===== src/rtl/urand_fill.sv =====
module urand_fill #(
  parameter int ADDR_W = 32,
  parameter int CNT_W  = 16
) (
  input  logic                        clk,
  input  logic                        rst_n,
  input  logic                        seed_valid,
  input  logic [191:0]                seed_data,
  input  logic                        cmd_valid,
  output logic                        cmd_ready,
  input  logic [7:0]                  cmd_alg,
  input  logic [7:0]                  cmd_post,
  input  logic [7:0]                  cmd_fmt,
  input  logic [1:0]                  cmd_lo_src,
  input  logic [1:0]                  cmd_hi_src,
  input  logic [31:0]                 cmd_lo,
  input  logic [31:0]                 cmd_hi,
  input  logic [ADDR_W-1:0]           cmd_base,
  input  logic [2:0][CNT_W-1:0]       cmd_stride,
  input  logic [2:0][CNT_W-1:0]       cmd_count,
  input  logic [ADDR_W-1:0]           reg_lo_ptr,
  input  logic [ADDR_W-1:0]           reg_hi_ptr,
  output logic                        rd_req_valid,
  input  logic                        rd_req_ready,
  output logic [ADDR_W-1:0]           rd_req_addr,
  input  logic                        rd_rsp_valid,
  input  logic [31:0]                 rd_rsp_data,
  output logic                        wr_valid,
  input  logic                        wr_ready,
  output logic [ADDR_W-1:0]           wr_addr,
  output logic [31:0]                 wr_data,
  output logic                        done,
  output logic                        err
);
  localparam logic [31:0] WEYL_INC = 32'd362437;
  localparam logic [31:0] DX0 = 32'd123456789, DX1 = 32'd362436069, DX2 = 32'd521288629,
                          DX3 = 32'd88675123,  DX4 = 32'd5783321;
  localparam logic [31:0] ONE_F = 32'h3F800000, NEG_ONE_F = 32'hBF800000;
  localparam int XW = ADDR_W - CNT_W;

  typedef enum logic [2:0] {S_IDLE, S_RDLO, S_WLO, S_RDHI, S_WHI, S_PREP, S_RUN} st_t;

  function automatic logic [31:0] fp_add(input logic [31:0] a, input logic [31:0] b);
    logic [31:0] x, y;
    logic [49:0] mx, my, sh, msk;
    logic [50:0] r, rn;
    int ex, ey, d, p, er;
    x = a; y = b;
    if (b[30:0] > a[30:0]) begin x = b; y = a; end
    ex = int'(x[30:23]); ey = int'(y[30:23]);
    if (ex == 0) return 32'h0;
    if (ey == 0) return x;
    mx = {1'b1, x[22:0], 26'b0};
    my = {1'b1, y[22:0], 26'b0};
    d  = ex - ey;
    if (d > 49) sh = 50'd1;
    else begin
      msk = (50'd1 << d) - 50'd1;
      sh  = my >> d;
      sh[0] = sh[0] | (|(my & msk));
    end
    if (x[31] == y[31]) r = {1'b0, mx} + {1'b0, sh};
    else                r = {1'b0, mx} - {1'b0, sh};
    if (r == 51'd0) return 32'h0;
    p = 0;
    for (int i = 0; i < 51; i++) if (r[i]) p = i;
    if (p == 50) begin
      rn = {1'b0, r[50:1]};
      rn[0] = r[1] | r[0];
      er = ex + 1;
    end else begin
      rn = r << (49 - p);
      er = ex - (49 - p);
    end
    if (er <= 0)   return 32'h0;
    if (er >= 255) return {x[31], 8'hFE, 23'h7FFFFF};
    return {x[31], 8'(er), rn[48:26]};
  endfunction

  function automatic logic [31:0] fp_mul(input logic [31:0] a, input logic [31:0] b);
    logic [47:0] pr;
    logic [22:0] m;
    int er;
    if (a[30:23] == 8'd0 || b[30:23] == 8'd0) return 32'h0;
    pr = 48'({1'b1, a[22:0]}) * 48'({1'b1, b[22:0]});
    er = int'(a[30:23]) + int'(b[30:23]) - 127;
    if (pr[47]) begin m = pr[46:24]; er = er + 1; end
    else m = pr[45:23];
    if (er <= 0)   return 32'h0;
    if (er >= 255) return {a[31] ^ b[31], 8'hFE, 23'h7FFFFF};
    return {a[31] ^ b[31], 8'(er), m};
  endfunction

  st_t st;
  logic [31:0] x0, x1, x2, x3, x4, wc;
  logic [31:0] lo_q, hi_q, diff_q;
  logic [ADDR_W-1:0] lo_ptr_q, hi_ptr_q, base_q;
  logic hi_need_q, more_q, wv_q, done_q, err_q;
  logic [ADDR_W-1:0] wa_q;
  logic [31:0] wd_q;
  logic [2:0][CNT_W-1:0] stride_q, cnt_q, idx_q;
  logic signed [ADDR_W-1:0] off0, off1, off2;

  logic [31:0] t, nv, nw, draw, frac, elem;
  logic bad, ld, fin, zero_cnt, last0, last1, last2;
  logic signed [ADDR_W-1:0] st0, st1, st2, off1n, off2n;

  assign t     = x0 ^ (x0 >> 2);
  assign nv    = (x4 ^ (x4 << 4)) ^ (t ^ (t << 1));
  assign nw    = wc + WEYL_INC;
  assign draw  = nv + nw;
  assign frac  = fp_add(ONE_F | {9'd0, draw[31:9]}, NEG_ONE_F);
  assign elem  = fp_add(lo_q, fp_mul(frac, diff_q));

  assign bad = (cmd_alg != 8'd3) || (cmd_post != 8'd1) ||
               !(cmd_fmt == 8'h0A || cmd_fmt == 8'h0B) ||
               (cmd_lo_src == 2'd3) || (cmd_hi_src == 2'd3);

  assign st0   = {{XW{stride_q[0][CNT_W-1]}}, stride_q[0]};
  assign st1   = {{XW{stride_q[1][CNT_W-1]}}, stride_q[1]};
  assign st2   = {{XW{stride_q[2][CNT_W-1]}}, stride_q[2]};
  assign off1n = off1 + st1;
  assign off2n = off2 + st2;
  assign last0 = idx_q[0] == cnt_q[0] - 1'b1;
  assign last1 = idx_q[1] == cnt_q[1] - 1'b1;
  assign last2 = idx_q[2] == cnt_q[2] - 1'b1;
  assign zero_cnt = (cnt_q[0] == '0) || (cnt_q[1] == '0) || (cnt_q[2] == '0);

  assign ld  = (st == S_RUN) && more_q && (!wv_q || wr_ready);
  assign fin = (st == S_RUN) && !more_q && wv_q && wr_ready;

  assign cmd_ready    = (st == S_IDLE);
  assign rd_req_valid = (st == S_RDLO) || (st == S_RDHI);
  assign rd_req_addr  = (st == S_RDHI) ? hi_ptr_q : lo_ptr_q;
  assign wr_valid     = wv_q;
  assign wr_addr      = wa_q;
  assign wr_data      = wd_q;
  assign done         = done_q;
  assign err          = err_q;

  always_ff @(posedge clk or negedge rst_n) begin
    if (!rst_n) begin
      x0 <= DX0; x1 <= DX1; x2 <= DX2; x3 <= DX3; x4 <= DX4; wc <= '0;
    end else if (st == S_IDLE && seed_valid) begin
      if (seed_data[159:0] == '0) begin
        x0 <= DX0; x1 <= DX1; x2 <= DX2; x3 <= DX3; x4 <= DX4;
      end else begin
        x0 <= seed_data[31:0];   x1 <= seed_data[63:32];  x2 <= seed_data[95:64];
        x3 <= seed_data[127:96]; x4 <= seed_data[159:128];
      end
      wc <= seed_data[191:160];
    end else if (ld) begin
      x0 <= x1; x1 <= x2; x2 <= x3; x3 <= x4; x4 <= nv; wc <= nw;
    end
  end

  always_ff @(posedge clk or negedge rst_n) begin
    if (!rst_n) begin
      st <= S_IDLE;
      lo_q <= '0; hi_q <= '0; diff_q <= '0;
      lo_ptr_q <= '0; hi_ptr_q <= '0; base_q <= '0; hi_need_q <= 1'b0;
      stride_q <= '0; cnt_q <= '0; idx_q <= '0;
      off0 <= '0; off1 <= '0; off2 <= '0; more_q <= 1'b0;
      wv_q <= 1'b0; wa_q <= '0; wd_q <= '0; done_q <= 1'b0; err_q <= 1'b0;
    end else begin
      done_q <= 1'b0;
      err_q  <= 1'b0;
      case (st)
        S_IDLE: if (cmd_valid) begin
          if (bad) err_q <= 1'b1;
          else begin
            lo_q      <= cmd_lo;
            hi_q      <= cmd_hi;
            lo_ptr_q  <= (cmd_lo_src == 2'd2) ? reg_lo_ptr : cmd_lo[ADDR_W-1:0];
            hi_ptr_q  <= (cmd_hi_src == 2'd2) ? reg_hi_ptr : cmd_hi[ADDR_W-1:0];
            hi_need_q <= cmd_hi_src != 2'd0;
            base_q    <= cmd_base;
            stride_q  <= cmd_stride;
            cnt_q     <= cmd_count;
            st <= (cmd_lo_src != 2'd0) ? S_RDLO : (cmd_hi_src != 2'd0) ? S_RDHI : S_PREP;
          end
        end
        S_RDLO: if (rd_req_ready) st <= S_WLO;
        S_WLO: if (rd_rsp_valid) begin
          lo_q <= rd_rsp_data;
          st   <= hi_need_q ? S_RDHI : S_PREP;
        end
        S_RDHI: if (rd_req_ready) st <= S_WHI;
        S_WHI: if (rd_rsp_valid) begin
          hi_q <= rd_rsp_data;
          st   <= S_PREP;
        end
        S_PREP: begin
          diff_q <= fp_add(hi_q, {~lo_q[31], lo_q[30:0]});
          idx_q  <= '0;
          off0 <= '0; off1 <= '0; off2 <= '0;
          more_q <= 1'b1;
          if (zero_cnt) begin done_q <= 1'b1; st <= S_IDLE; end
          else st <= S_RUN;
        end
        S_RUN: begin
          if (ld) begin
            wv_q <= 1'b1;
            wa_q <= base_q + {off0[ADDR_W-3:0], 2'b00};
            wd_q <= elem;
            more_q <= !(last0 && last1 && last2);
            if (!last0) begin
              idx_q[0] <= idx_q[0] + 1'b1;
              off0 <= off0 + st0;
            end else if (!last1) begin
              idx_q[0] <= '0;
              idx_q[1] <= idx_q[1] + 1'b1;
              off1 <= off1n; off0 <= off1n;
            end else begin
              idx_q[0] <= '0; idx_q[1] <= '0;
              idx_q[2] <= idx_q[2] + 1'b1;
              off2 <= off2n; off1 <= off2n; off0 <= off2n;
            end
          end else if (wr_ready) wv_q <= 1'b0;
          if (fin) begin done_q <= 1'b1; st <= S_IDLE; end
        end
        default: st <= S_IDLE;
      endcase
    end
  end
endmodule



===== config.mk =====
export PLATFORM = sky130hd
export DESIGN_NAME = urand_fill
export DESIGN_NICKNAME = d
export VERILOG_FILES = /design/src/rtl/urand_fill.sv
export SDC_FILE = /design/constraint.sdc
export NUM_CORES = 2
export LEC_CHECK = 0
export ABC_AREA = 1
export BUFFER_PORTS_ARGS = -buffer_cell sky130_fd_sc_hd__buf_4
export CAP_MARGIN = 40
export CORE_MARGIN = 4
export CORE_UTILIZATION = 40
export DETAILED_ROUTE_END_ITERATION = 6
export SYNTH_ARGS = -nofsm -noshare
export SYNTH_HDL_FRONTEND = slang
export SYNTH_SLANG_ARGS = --single-unit

===== constraint.sdc =====
create_clock -name clk -period 56.4 [get_ports clk]
set_input_delay 8.46 -clock clk [delete_from_list [all_inputs] [get_ports clk]]
set_output_delay 8.46 -clock clk [all_outputs]
set_load 0.05 [all_outputs]

==> flow_summary_export.csv <==
group,metric,value,unit
placement,dp_hpwl,265000,µm
sta,fmax,0.0299,GHz
sta,finalCritPeriodShare,0.594,
die,num_io_pins,616,
logic_synthesis,yosysMostFrequentCell,"nand2_1",
clock_tree,clock_latency,0.78,ns
global_routing,met1_usage,0.406,
sta,finClkSkew,0.0747,ns
drt,ant_nets,0,
clock_tree,cts_tree,"done",
clock_tree,clkTransAtPathRegs,0.06,ns
worst_setup_path,cpMostUsedCell,"nand2_1",
worst_setup_path,critPathArrivalTime,34.09,ns
logic_synthesis,ys_ff_latch,690,
global_routing,grt_max_degree,158,
sta,worst_pin_slew,1.05,ns
drt,drtIter0Drc,8259,
sta,setup-tns-final,0,ns
logic_synthesis,synthTopCellsByArea,"dfrtp_1 18%, nand2_1 13%, fa_1 12%",
logic_synthesis,ys.warnings.count,0,
worst_setup_path,cp_max_fo,67,
worst_setup_path,cp.required,56.99,ns
clock_tree,cts_hold_buffers,0,
sta,period_needed,33.50,ns
worst_setup_path,critPathKind,"reg -> reg",
finish,finalNetCount,14100,
worst_setup_path,max_stage_delay,0.64,ns
worst_setup_path,crit_slowest_cell,"nand2_1",
finish,reg_top3,"cnt_q: 48 flops, idx_q: 48 flops",
logic_synthesis,syn_nets,13800,
clock_tree,clock_path_buffers,3,
worst_setup_path,ff2ff_setup_slack,22.90,ns
global_routing,grt_usage,0.297,
clock_tree,root_buffer,"clkbuf_16",
clock_tree,cts.sink_count,690,
global_routing,grt_use_met2,0.469,
worst_setup_path,cp-end-kind,"flop",
logic_synthesis,synth_seq_area_share,0.206,
logic_synthesis,synth_common_cells,"3013 x nand2_1, 1675 x inv_1, 1161 x nor2_1",
sta,setup_viol_count_final,0,
run,max-cap-violations,0,
sta,drv_slew,0,
clock_tree,cts_setup_buffers,0,
drt,drt-pass1-iter-count,7,
logic_synthesis,yosys.area.top_type_share,0.183,
sta,rsz0062_at_grt,"no",
sta,final_hold_viol_count,0,
worst_setup_path,startpoint_type,"flop",
die,fp-row-count,168,
drt,vias,85800,
placement,numPortBuffers,614,
global_routing,grt_pass1_wl,505000,µm
logic_synthesis,ys.flop_type,"dfrtp_1",
sta,slew_headroom,0.280,
finish,drive_gt1_frac,0.106,
global_routing,grt.busiest_layer,"met2",
logic_synthesis,avgSynthCellArea,6.88,µm²
drt,vias_per_cell,5.55,
die,die_h,467,µm
die,die_w,467,µm
die,core,210000,µm²
logic_synthesis,synth.cell_area,84300,µm²
global_routing,gr-usage-met3,0.0593,
clock_tree,post_cts_resized,0,
run_status,failed_checks,"DRC",
logic_synthesis,synth_edf_count,0,
drt,routed_wl,331000,µm
finish,areaGrowthSynthToFinish,12.7,%
logic_synthesis,yosys.area.top_type,"dfrtp_1",
global_routing,grt_pass1_vias,84100,
die,initial_core_util,0.402,
logic_synthesis,async_flop_share,1.00,
logic_synthesis,ys_types,94,
clock_tree,cts_buffers,87,
die,dieArea,218000,µm²
run_status,status,"finished, violations left",
global_routing,grt_antenna_before_repair,8,
drt,wire_per_inst,21.4,µm
drt,drc,5,
placement,gp_congestion,1.03,
logic_synthesis,syn_inst,12300,
global_routing,overflow,0,
finish,fillers,21600,
clock_tree,htreeDepth,3,
hold_path,holdCritPathClass,"reg -> reg",
==> through the flow <==
stage          instances  hold WS, ns  cell area (µm²)  setup slack [ns]   util
6_report           15500        0.469            95000             22.90  0.453
5_1_grt            15500        0.495            95000             20.18  0.453
4_1_cts            15500        0.458            95000             23.58  0.453
3_5_place_dp       15300        0.461            92000             23.73  0.439
3_3_place_gp       15300        0.459            91300             23.66  0.436
2_1_floorplan      12300        0.444            84300             31.65      -
==> path summary, 6_finish.rpt <==
kind                                    start                       end  cells after the start
min in group asynchronous               rst_n  hi_ptr_q[30]$_DFFE_PN0P_                      1
setup / recovery            wc[0]$_DFFE_PN0P_   wr_data[24]$_DFFE_PN0P_                    181
setup reg to reg            wc[0]$_DFFE_PN0P_   wr_data[24]$_DFFE_PN0P_                    181
max in group asynchronous               rst_n        x0[15]$_DFFE_PN1P_                      6
hold reg to reg            x3[27]$_DFFE_PN0P_        x2[27]$_DFFE_PN1P_                      2
hold / removal             x3[27]$_DFFE_PN0P_        x2[27]$_DFFE_PN1P_                      2
==> critical path: cells and delay by family (launching register included) <==
| kind | cells | cell delay (ns) |
|---|---|---|
| buf+inv | 43 | 6.67 |
| simple gates | 78 | 11.03 |
| flops | 1 | 0.44 |
| xor+xnor | 4 | 1.28 |
| compound gates | 38 | 7.23 |
| fa+ha+maj | 18 | 6.54 |
==> layer usage <==
layer,vias up,wire [µm],share of wire
li1,40400,-,-
met1,41300,144000,0.43
met2,3534,146000,0.44
met3,508,28400,0.086
met4,4,12600,0.038
met5,-,22,0.000066
==> layout make-up <==
type	instances	area (µm²)	area share
antenna	6	15.0	0.000158
clock buffer	121	2520	0.0265
clock inverter	37	519	0.00546
inverter	1762	6630	0.0697
multi-input combinational	9267	58300	0.614
sequential	690	17400	0.183
tap	2805	3510	0.0369
timing repair buffer	776	6160	0.0648
==> kinds of logic (layout without fill, tap and decap cells) <==
family	after synthesis	after routing	share of synthesized area
other cells	1	7	0.0000445
flops	690	690	0.206
simple gates	5273	5273	0.260
mux	218	218	0.0278
xor+xnor	504	504	0.0533
buf+inv	2296	2696	0.104
fa+ha+maj	1014	1014	0.194
compound gates	2257	2257	0.155
==> placed cells by master, fill, tap and decap left out, drive strengths merged, types with 73 or more instances in the layout <==
master	netlist	final
a21oi	503	503
nor3	130	130
nand2	3046	3046
xnor2	171	171
dfstp	73	73
inv	1726	1728
nand4	134	134
nor2	1183	1183
buf	118	775
dfrtp	617	617
mux2i	89	89
fa	490	490
ha	524	524
o221ai	77	77
nor4	73	73
o22ai	152	152
o21ai	1070	1070
nand3	619	619
mux2	129	129
o211ai	191	191
clkbuf	416	121
xor2	333	333
Power is not shown: default switching activity piles up to over one toggle a cycle in this logic, so the estimate is an artifact.
